==> src/rtl/tlpc_pkg.sv <==
package tlpc_pkg;
  localparam int unsigned DW        = 32;
  localparam int unsigned REG_AW    = 10;
  localparam int unsigned CAP_BEATS = 4;
  localparam int unsigned NBW       = $clog2(CAP_BEATS + 1);

  localparam logic [4:0] TY_MEM  = 5'b00000;
  localparam logic [4:0] TY_CFG0 = 5'b00100;
  localparam logic [4:0] TY_CFG1 = 5'b00101;
  localparam logic [4:0] TY_CPL  = 5'b01010;

  typedef enum logic [2:0] {
    CST_SC = 3'b000,
    CST_UR = 3'b001,
    CST_CA = 3'b100
  } cpl_status_e;

  typedef struct packed {
    logic              mm_en;
    logic              mm_wr;
    logic              mm_cfg;
    logic              mm_func;
    logic [REG_AW-1:0] mm_addr;
    logic [3:0]        mm_be;
    logic              cpl_en;
    logic              cpl_data;
    cpl_status_e       status;
    logic [2:0]        cpl_func;
    logic [6:0]        lower_addr;
  } req_dec_t;
endpackage

==> src/rtl/tlpc_rx_capture.sv <==
module tlpc_rx_capture
  import tlpc_pkg::*;
(
  input  logic                          clk,
  input  logic                          rst,
  input  logic                          accept,
  input  logic                          sop,
  input  logic [DW-1:0]                 data,
  output logic [CAP_BEATS-1:0][DW-1:0]  cap
);
  logic [NBW-1:0] idx_q;
  logic [NBW-1:0] widx;

  assign widx = sop ? '0 : idx_q;

  always_ff @(posedge clk) begin
    if (rst) idx_q <= '0;
    else if (accept) idx_q <= (widx == NBW'(CAP_BEATS)) ? widx : widx + 1'b1;
  end

  for (genvar g = 0; g < CAP_BEATS; g++) begin : g_slot
    always_ff @(posedge clk) begin
      if (rst) cap[g] <= '0;
      else if (accept && widx == NBW'(g)) cap[g] <= data;
    end
  end
endmodule

==> src/rtl/tlpc_decode.sv <==
module tlpc_decode
  import tlpc_pkg::*;
#(
  parameter logic [31:0] MEM_BASE = 32'h4000_0000,
  parameter int unsigned WIN_LOG2 = 20
) (
  input  logic [CAP_BEATS-1:0][DW-1:0] cap,
  output req_dec_t                     dec
);
  logic [2:0] fmt;
  logic [4:0] ty;
  logic       one_dw;
  logic       in_win;

  assign fmt    = cap[0][31:29];
  assign ty     = cap[0][28:24];
  assign one_dw = (cap[0][9:0] == 10'd1);
  assign in_win = (cap[2][31:WIN_LOG2+1] == MEM_BASE[31:WIN_LOG2+1]);

  always_comb begin
    dec       = '0;
    dec.mm_be = cap[1][3:0];
    if (ty == TY_CFG0 || ty == TY_CFG1) begin
      dec.cpl_en   = 1'b1;
      dec.cpl_func = cap[2][18:16];
      if (ty == TY_CFG0 && cap[2][18:17] == 2'b00 && one_dw && !fmt[0]) begin
        dec.mm_en    = 1'b1;
        dec.mm_wr    = fmt[1];
        dec.mm_cfg   = 1'b1;
        dec.mm_func  = cap[2][16];
        dec.mm_addr  = cap[2][11:2];
        dec.cpl_data = !fmt[1];
      end else begin
        dec.status = CST_UR;
      end
    end else if (ty == TY_MEM) begin
      dec.mm_func = cap[2][WIN_LOG2];
      dec.mm_addr = REG_AW'(cap[2][2]);
      if (fmt[1]) begin
        dec.mm_en = !fmt[0] && one_dw && in_win;
        dec.mm_wr = 1'b1;
      end else begin
        dec.cpl_en     = 1'b1;
        dec.cpl_func   = fmt[0] ? 3'd0 : {2'b00, cap[2][WIN_LOG2]};
        dec.lower_addr = fmt[0] ? {cap[3][6:2], 2'b00} : {cap[2][6:2], 2'b00};
        if (!one_dw) begin
          dec.status = CST_CA;
        end else if (fmt[0] || !in_win) begin
          dec.status = CST_UR;
        end else begin
          dec.mm_en    = 1'b1;
          dec.cpl_data = 1'b1;
        end
      end
    end
  end
endmodule

==> src/rtl/tlpc_cpl_tx.sv <==
module tlpc_cpl_tx
  import tlpc_pkg::*;
(
  input  logic                         clk,
  input  logic                         rst,
  input  logic                         load,
  input  logic [CAP_BEATS-1:0][DW-1:0] words,
  input  logic [NBW-1:0]               nbeats,
  input  logic                         tx_ready,
  output logic                         tx_valid,
  output logic                         tx_sop,
  output logic                         tx_eop,
  output logic [DW-1:0]                tx_data,
  output logic                         done
);
  logic [CAP_BEATS-1:0][DW-1:0] buf_q;
  logic [NBW-1:0]               left_q;
  logic                         fire;

  assign fire    = tx_valid && tx_ready;
  assign done    = fire && tx_eop;
  assign tx_data = buf_q[0];

  always_ff @(posedge clk) begin
    if (rst) begin
      buf_q    <= '0;
      left_q   <= '0;
      tx_valid <= 1'b0;
      tx_sop   <= 1'b0;
      tx_eop   <= 1'b0;
    end else if (load) begin
      buf_q    <= words;
      left_q   <= nbeats;
      tx_valid <= 1'b1;
      tx_sop   <= 1'b1;
      tx_eop   <= (nbeats == NBW'(1));
    end else if (fire) begin
      buf_q  <= buf_q >> DW;
      left_q <= left_q - 1'b1;
      tx_sop <= 1'b0;
      tx_eop <= (left_q == NBW'(2));
      if (left_q == NBW'(1)) tx_valid <= 1'b0;
    end
  end

  assert_tx_hold_R10: assert property (@(posedge clk) disable iff (rst)
    tx_valid && !tx_ready |=> tx_valid && $stable(tx_data) && $stable(tx_sop));
endmodule

==> src/rtl/tlp_req_completer.sv <==
module tlp_req_completer
  import tlpc_pkg::*;
#(
  parameter logic [31:0] MEM_BASE    = 32'h4000_0000,
  parameter int unsigned WIN_LOG2    = 20,
  parameter logic [12:0] CPL_BUS_DEV = 13'h0A3
) (
  input  logic              clk,
  input  logic              rst,
  input  logic              rx_valid,
  output logic              rx_ready,
  input  logic              rx_sop,
  input  logic              rx_eop,
  input  logic [DW-1:0]     rx_data,
  output logic              mm_read,
  output logic              mm_write,
  output logic              mm_cfg,
  output logic              mm_func,
  output logic [REG_AW-1:0] mm_addr,
  output logic [3:0]        mm_be,
  output logic [DW-1:0]     mm_wdata,
  input  logic              mm_ack,
  input  logic [DW-1:0]     mm_rdata,
  output logic              tx_valid,
  input  logic              tx_ready,
  output logic              tx_sop,
  output logic              tx_eop,
  output logic [DW-1:0]     tx_data
);
  typedef enum logic [1:0] {ST_RX, ST_DEC, ST_MM, ST_CPL} state_e;

  state_e                       state;
  logic [CAP_BEATS-1:0][DW-1:0] cap;
  logic [CAP_BEATS-1:0][DW-1:0] cw;
  req_dec_t                     dec;
  logic                         rx_fire;
  logic                         cpl_load;
  logic                         cpl_done;
  logic                         unused_bits;

  assign rx_fire     = rx_valid && rx_ready;
  assign unused_bits = ^cap[1][7:0];

  tlpc_rx_capture u_cap (
    .clk(clk), .rst(rst), .accept(rx_fire), .sop(rx_sop), .data(rx_data), .cap(cap)
  );

  tlpc_decode #(.MEM_BASE(MEM_BASE), .WIN_LOG2(WIN_LOG2)) u_dec (
    .cap(cap), .dec(dec)
  );

  always_comb begin
    cw[0] = {dec.cpl_data ? 3'b010 : 3'b000, TY_CPL, 14'd0,
             dec.cpl_data ? 10'd1 : 10'd0};
    cw[1] = {CPL_BUS_DEV, dec.cpl_func, dec.status, 1'b0, 12'd4};
    cw[2] = {cap[1][31:16], cap[1][15:8], 1'b0, dec.lower_addr};
    cw[3] = mm_rdata;
  end

  assign cpl_load = dec.cpl_en &&
                    ((state == ST_DEC && !dec.mm_en) || (state == ST_MM && mm_ack));

  tlpc_cpl_tx u_tx (
    .clk(clk), .rst(rst), .load(cpl_load), .words(cw),
    .nbeats(dec.cpl_data ? NBW'(4) : NBW'(3)), .tx_ready(tx_ready),
    .tx_valid(tx_valid), .tx_sop(tx_sop), .tx_eop(tx_eop), .tx_data(tx_data),
    .done(cpl_done)
  );

  always_ff @(posedge clk) begin
    if (rst) begin
      state    <= ST_RX;
      rx_ready <= 1'b1;
      mm_read  <= 1'b0;
      mm_write <= 1'b0;
      mm_cfg   <= 1'b0;
      mm_func  <= 1'b0;
      mm_addr  <= '0;
      mm_be    <= '0;
      mm_wdata <= '0;
    end else begin
      case (state)
        ST_RX: if (rx_fire && rx_eop) begin
          state    <= ST_DEC;
          rx_ready <= 1'b0;
        end
        ST_DEC: begin
          if (dec.mm_en) begin
            mm_read  <= !dec.mm_wr;
            mm_write <= dec.mm_wr;
            mm_cfg   <= dec.mm_cfg;
            mm_func  <= dec.mm_func;
            mm_addr  <= dec.mm_addr;
            mm_be    <= dec.mm_be;
            mm_wdata <= dec.mm_wr ? cap[3] : '0;
            state    <= ST_MM;
          end else if (dec.cpl_en) begin
            state <= ST_CPL;
          end else begin
            state    <= ST_RX;
            rx_ready <= 1'b1;
          end
        end
        ST_MM: if (mm_ack) begin
          mm_read  <= 1'b0;
          mm_write <= 1'b0;
          state    <= dec.cpl_en ? ST_CPL : ST_RX;
          rx_ready <= !dec.cpl_en;
        end
        default: if (cpl_done) begin
          state    <= ST_RX;
          rx_ready <= 1'b1;
        end
      endcase
    end
  end

  assert_busy_blocks_rx_R11: assert property (@(posedge clk) disable iff (rst)
    (mm_read || mm_write || tx_valid) |-> !rx_ready);

  assert_mm_held_R1: assert property (@(posedge clk) disable iff (rst)
    (mm_read || mm_write) && !mm_ack |=>
      (mm_read || mm_write) && $stable(mm_addr) && $stable(mm_cfg) && $stable(mm_func));

  assert_mm_exclusive_R5: assert property (@(posedge clk) disable iff (rst)
    $onehot0({mm_read, mm_write}));

  assert_nodata_len_R8: assert property (@(posedge clk) disable iff (rst)
    tx_valid && tx_sop && !tx_data[30] |-> tx_data[9:0] == 10'd0);
endmodule

==> config.mk <==
export PLATFORM = sky130hd
export DESIGN_NAME = tlp_req_completer
export DESIGN_NICKNAME = d
export VERILOG_FILES = /design/src/rtl/tlpc_pkg.sv /design/src/rtl/tlpc_rx_capture.sv /design/src/rtl/tlpc_decode.sv /design/src/rtl/tlpc_cpl_tx.sv /design/src/rtl/tlp_req_completer.sv
export SDC_FILE = /design/constraint.sdc
export NUM_CORES = 1
export LEC_CHECK = 0
export BUFFER_PORTS_ARGS = -buffer_cell sky130_fd_sc_hd__clkbuf_2
export CORE_ASPECT_RATIO = 0.9
export CORE_MARGIN = 2
export CORE_UTILIZATION = 25
export DETAILED_ROUTE_END_ITERATION = 6
export SLEW_MARGIN = 30
export SYNTH_ARGS = -nofsm -noshare
export SYNTH_HDL_FRONTEND = slang
export SYNTH_SLANG_ARGS = --single-unit
==> constraint.sdc <==
create_clock -name clk -period 3.3 [get_ports clk]
set_clock_uncertainty 0.2 [all_clocks]
set_input_delay 0.33 -clock clk [delete_from_list [all_inputs] [get_ports clk]]
set_output_delay 0.33 -clock clk [all_outputs]
set_load 0.03 [all_outputs]
Word-level counts from Yosys, hierarchy flattened
Cells that the tools add are included.

Input port bits: 71. Output and inout bits: 86. Flip-flop bits (word level): 317. Logic and storage cells: 138.

Multiplexer cells: 54. Equal/unequal tests: 18. Reductions and logical operators: 39. Add/sub/neg operators: 2.

Operator list (count): $mux 128 (2); $mux 32 (1); $mux 15 (2); $mux 1 (25); $mux 11 (2); $mux 3 (6); $logic_and 1x1->1 (16); $mux 2 (8); $mux 14 (1); $mux 7 (2); $eq 11x10->1 const B (1); $eq 10x1->1 const B (1); $eq 5x3->1 const B (2); $ne 2x2->1 const B (5); $eq 3x1->1 const B (3); $eq 3x2->1 const B (3); $mux 8 (1); $logic_not 1->1 (6); $pmux 2 s3 (1); $reduce_and 3->1 (2); $reduce_bool 2->1 (3); $logic_not 5->1 (1); $reduce_and 5->1 (1); $logic_not 2->1 (2); other kinds (12) (16).

Logic depth before layout (Yosys ltp)
Word-level depth: 14. Depth in mapped cells: 10.

By module
Synthesis repeated with hierarchy kept, for this count alone.

Cells, all modules: 1631. Area total of the unflattened synthesis: 14088.5 µm².

Modules (own cells, without submodules): tlpc_cpl_tx (times used 1, area each 6397.4 µm², sequential area each 2682.6 µm², cells each 756); tlpc_rx_capture (times used 1, area each 5136.2 µm², sequential area each 2622.5 µm², cells each 555); tlp_req_completer (times used 1, area each 2048.2 µm², sequential area each 1061.0 µm², cells each 256); tlpc_decode (times used 1, area each 506.7 µm², sequential area each 0.0 µm², cells each 64).

Worst setup path before layout
OpenSTA, ideal clock, no wires.

Path type: reg2reg. From: reg u_cap.cap[85] in the netlist's numbering. To: reg mm_wdata[10]. Arrival: 1.890 ns. Cell stages (with the launch flop): 8. Clock period less this slack: 2.156 ns. Path slack: 1.144 ns. Required time: 3.034 ns. Path through: dfxtp_1 nor4_1 nand4_2 o22a_4 a2111oi_4 buf_6 a22oi_2 nor2_2.

Cells in the longest elaborated chain, start to end: 9. Elaborated cells on any way between the ends: 10.

RTL lines: from (decl) (line tlpc_rx_capture.sv:9) `output logic [CAP_BEATS-1:0][DW-1:0] cap`; from (signal, indexed assignment) (line tlpc_rx_capture.sv:24) `else if (accept && widx == NBW'(g)) cap[g] <= data;`; $eq 11x10->1 (*) (line tlpc_decode.sv:18) `assign in_win = (cap[2][31:WIN_LOG2+1] == MEM_BASE[31:WIN_LOG2+1]);`; $logic_not 1->1 (line tlpc_decode.sv:48) `end else if (fmt[0] || !in_win) begin`; $logic_or 1x1->1 (line tlpc_decode.sv:48); $mux 1 (line tlpc_decode.sv:48); $mux 1 (line tlpc_decode.sv:46) `if (!one_dw) begin`; $mux 1 (*) (line tlpc_decode.sv:39) `if (fmt[1]) begin`; $mux 2 (*) (line tlpc_decode.sv:36) `end else if (ty == TY_MEM) begin`; $mux 2 (*) (line tlpc_decode.sv:23) `if (ty == TY_CFG0 || ty == TY_CFG1) begin`; $reduce_and 2->1 (no line) (*); to (signal assigned) (line tlp_req_completer.sv:95) `mm_wdata <= dec.mm_wr ? cap[3] : '0;`; to (decl) (line tlp_req_completer.sv:21) `output logic [DW-1:0] mm_wdata,`.

Every way passes the cells marked *; elsewhere a longest branch is shown, timed or not. A chain may end at the register's enable or synchronous reset.

Worst setup path in the final report
From: reg u_cap.cap[29] in the netlist's numbering. To: reg u_tx.buf_q[87] in the netlist's numbering.

Cells in the longest elaborated chain, start to end: 11. Elaborated cells on any way between the ends: 17.

RTL lines: $logic_or 1x1->1 or $logic_not 1->1 (tied branches) (line tlpc_decode.sv:48, tlpc_decode.sv:26, tlpc_decode.sv:40); $mux 1 or $logic_and 1x1->1 (tied branches) (line tlpc_decode.sv:48, tlpc_decode.sv:40); $mux 1 or $logic_and 1x1->1 (tied branches) (line tlpc_decode.sv:46, tlpc_decode.sv:40); $mux 1 (line tlpc_decode.sv:39); $mux 2 (line tlpc_decode.sv:36); $mux 2 (*) (line tlpc_decode.sv:23); $logic_not 1->1 (*) (line tlp_req_completer.sv:61) `((state == ST_DEC && !dec.mm_en) || (state == ST_MM && mm_ack));`; $logic_and 1x1->1 (*) (line tlp_req_completer.sv:61); $logic_or 1x1->1 (*) (line tlp_req_completer.sv:61); $logic_and 1x1->1 (*) (line tlp_req_completer.sv:60) `assign cpl_load = dec.cpl_en &&`; $mux 128 or $reduce_bool 2->1 (tied branches); to (signal assigned) (line tlpc_cpl_tx.sv:32) `buf_q <= words;`; to (signal assigned) (line tlpc_cpl_tx.sv:38) `buf_q <= buf_q >> DW;`; to (decl) (line tlpc_cpl_tx.sv:16) `logic [CAP_BEATS-1:0][DW-1:0] buf_q;`.

Marked as above.

==> impl_metrics.py <==
metrics = {
    "clock_network": {
        "cts-htree-levels": 1,
        "cts-resized-gates": 0,
        "cts_setup_buffers": 0,
        "cts_tree": "yes",
        "root_buffer": "clkbuf_16",
        "cts.path.max_buffers": 3,
        "cts_hold_buffers": 68,
        "clk_pin_slew_ps": 70,
        "cts_buffers": 31,
        "clock_sinks": 292,
        "worstSkewPairLatency_ps": 570,
    },
    "worst_setup_path": {
        "r2r_slack_ps": 590,
        "crit_chain": "nor4_1 > nand4_1 > o22a_4 > a21boi_4 > buf_4 > nor2_1 > a311oi_1",
        "cpLargestDelayFamily": "simple AND/OR/NAND/NOR gates",
        "cp-endpoint": "u_tx.buf_q[87]$_SDFFE_PP0P_",
        "timing.rr.start": "u_cap.cap[29]$_SDFFE_PP0P_",
        "r2r_end": "u_tx.buf_q[87]$_SDFFE_PP0P_",
        "crit_cells": 7,
        "crit_path_max_incr_delay_ps": 460,
        "r2r_cells": 7,
        "cp-start-kind": "flop",
        "end_kind": "flop",
        "cp.buffers_inverters": 1,
        "worstPathRequired_ps": 3570,
        "startpoint": "u_cap.cap[29]$_SDFFE_PP0P_",
        "cp_slowest_cell": "dfxtp_1",
        "worstPathArrival_ps": 2990,
        "path_max_fanout": 31,
        "crit_type": "reg -> reg",
    },
    "timing": {
        "max_slew_margin": 0.364,
        "setup_violations": 0,
        "rsz0062_at_grt": "false",
        "hold_violations": 0,
        "finalMaxSlewViolations": 0,
        "setup_tns_ps": 0,
        "fmax_ghz": 0.369,
        "tightest_slew_ps": 949,
        "finalCritPeriodShare": 0.822,
        "fin_crit_ps": 2710,
        "hold_ws_ps": 128,
    },
    "pwr": {
        "leakagePower_nw": 5.16,
        "p_int_mw": 6.37,
        "p_sw_mw": 2.70,
        "sw_frac_of_total": 0.298,
        "combinationalPowerShare": 0.168,
        "power_per_cell_area_nw_per_um2": 631,
        "ir_drop_mv": 0.421,
        "pwr-share-clk": 0.385,
        "seqPwrFrac": 0.447,
        "finalPower_mw": 9.07,
    },
    "detailed_routing": {
        "drt-initial-drc-count": 868,
        "first_pass_iters": 5,
        "drcViolationCount": 0,
        "ant_nets": 0,
        "wire_per_inst_um": 16.2,
        "wl_um": 35100,
        "vias_per_cell": 4.64,
        "vias": 10100,
    },
    "outcome": {
        "outcome": "finished, final reports clean",
    },
    "synthesis": {
        "yosysWarnings": 0,
        "synth.largest_area_cell": "dfxtp_1",
        "synth_top_area_frac": 0.504,
        "yosysSeqAreaShare": 0.504,
        "avgSynthCellArea_um2": 8.31,
        "synthesis.nets": 1478,
        "ys_ff_latch": 292,
        "synthFlopType": "dfxtp_1",
        "syn_inst": 1395,
        "synth_area_leaders": "dfxtp_1, nand2_1, a21oi_1",
        "syn_area_um2": 11600,
        "async_flop_share": 0,
        "synth_edf_count": 0,
        "synth_cell_types": 62,
    },
    "floorplan": {
        "ios": 157,
        "initial_core_util": 0.255,
        "die_area_um2": 48100,
        "die_h_um": 208,
        "die_w_um": 231,
        "core_um2": 45600,
        "rows": 74,
    },
    "placement": {
        "dp_hpwl_um": 23500,
        "place.gp.congestion": 0.805,
        "dp_cells": 2042,
        "port_buffers": 156,
    },
    "layout": {
        "multiInputGateArea_um2": 5060,
        "register_area_um2": 5850,
        "final_nets": 1618,
        "layout.cells.most_common_list": "nand2_1, dfxtp_1, a21oi_1",
        "fillers": 4845,
        "final_common_cell": "nand2_1",
        "stdcell_count": 2169,
        "utilization": 0.316,
        "syn_to_final_growth_pct": 23.9,
        "drive_gt1_frac": 0.202,
    },
    "global_routing": {
        "grt_max_degree": 131,
        "antenna_found_initial": 4,
        "globalRouteTotalUtil": 0.142,
        "grt_pass1_wl_um": 54500,
        "grt_overflow": 0,
        "grt_pass1_vias": 9511,
    },
    "min_path": {
        "hp-class": "in -> reg",
    },
    "job": {
        "cap_violations": 0,
    },
}
[flip-flops by register name, summed over array words and instances (netlist names), 2 cells and up]
register / flops
u_tx.buf_q: 96
u_tx.left_q: 3
mm_addr: 10
u_cap.cap: 102
u_tx.tx_data: 32
state: 2
mm_wdata: 32
mm_be: 4
u_cap.idx_q: 3
[layer usage]
layer,global-route usage,up-vias,share of wire,wire [µm]
met5,0,-,0.00037,13
met4,0.0251,2,0.015,544
met3,0.0373,38,0.073,2570
met2,0.215,331,0.43,15300
met1,0.202,4765,0.48,16700
li1,-,4929,-,-
[synthesized netlist by cell type (3+ instances only)]
cell / count
nand2b_1: 5
nand3_1: 42
nor2_2: 30
clkbuf_1: 76
a22oi_2: 30
inv_1: 11
nor2_1: 53
a22oi_1: 12
a311oi_1: 30
and2_1: 6
buf_6: 3
buf_2: 17
nand3b_1: 3
a21oi_1: 204
dfxtp_1: 292
mux2i_1: 8
o21ai_0: 10
a21oi_2: 4
a211oi_1: 3
ha_1: 12
buf_4: 40
mux2_2: 5
a31oi_1: 7
nand2_1: 444
nor2b_1: 4
[final cells by class]
type                    count  area share
clock buffers              43      0.0613
clock inverters            13     0.00905
repair buffers            243       0.115
inverters                  11     0.00287
multi-input cells         956       0.352
well taps                 608      0.0529
flip-flops and latches    292       0.407
diodes                      3    0.000522
[power groups by stage]
stage	Sequential (mW)	Combinational (mW)	Clock [mW]
3_5_place_dp	4.13	1.46	0
2_1_floorplan	4.10	1.05	0
6_report	4.05	1.53	3.49
3_3_place_gp	4.12	1.43	0
5_1_grt	4.09	1.70	3.71
4_1_cts	4.05	1.53	3.57
[through the flow]
stage	worst slack [ps]	area [µm²]
final	588	14400
after global routing	392	14400
after CTS	586	14400
after detailed placement	647	12700
after global placement	749	12700
after floorplan	1140	11600
[cells by family (layout without fill, tap and decap cells)]
kind of cell	Yosys count	count (layout)	synth area share
buffers and inverters	147	310	0.0643
other	0	3	0
adder cells (fa/ha/maj)	12	12	0.0129
AO/OA/AOI/OAI	321	321	0.182
XOR/XNOR	1	1	0.000755
flip-flops	292	292	0.504
AND/OR/NAND/NOR	609	609	0.225
multiplexers	13	13	0.0118
[worst min-delay path by stage]
stage                                          to  depth (start not counted)                   startpoint
floorplan           u_tx.tx_data[13]$_SDFFE_PP0P_                          2  u_tx.buf_q[45]$_SDFFE_PP0P_
global placement      u_tx.buf_q[39]$_SDFFE_PP0P_                          2  u_tx.buf_q[71]$_SDFFE_PP0P_
detailed placement    u_tx.buf_q[53]$_SDFFE_PP0P_                          2  u_tx.buf_q[85]$_SDFFE_PP0P_
CTS                         state[0]$_SDFFE_PP0P_                          5                       rx_eop
global route                state[0]$_SDFFE_PP0P_                          5                       rx_eop
finish                      state[0]$_SDFFE_PP0P_                          5                       rx_eop
[worst min-delay path, cell delays in order]
cell and delay (ps):
clkbuf_2 80, nand3_1 90, nand2_1 60, o211ai_1 180, o41ai_1 110
Note: power is estimated with default switching activity, not from simulation.
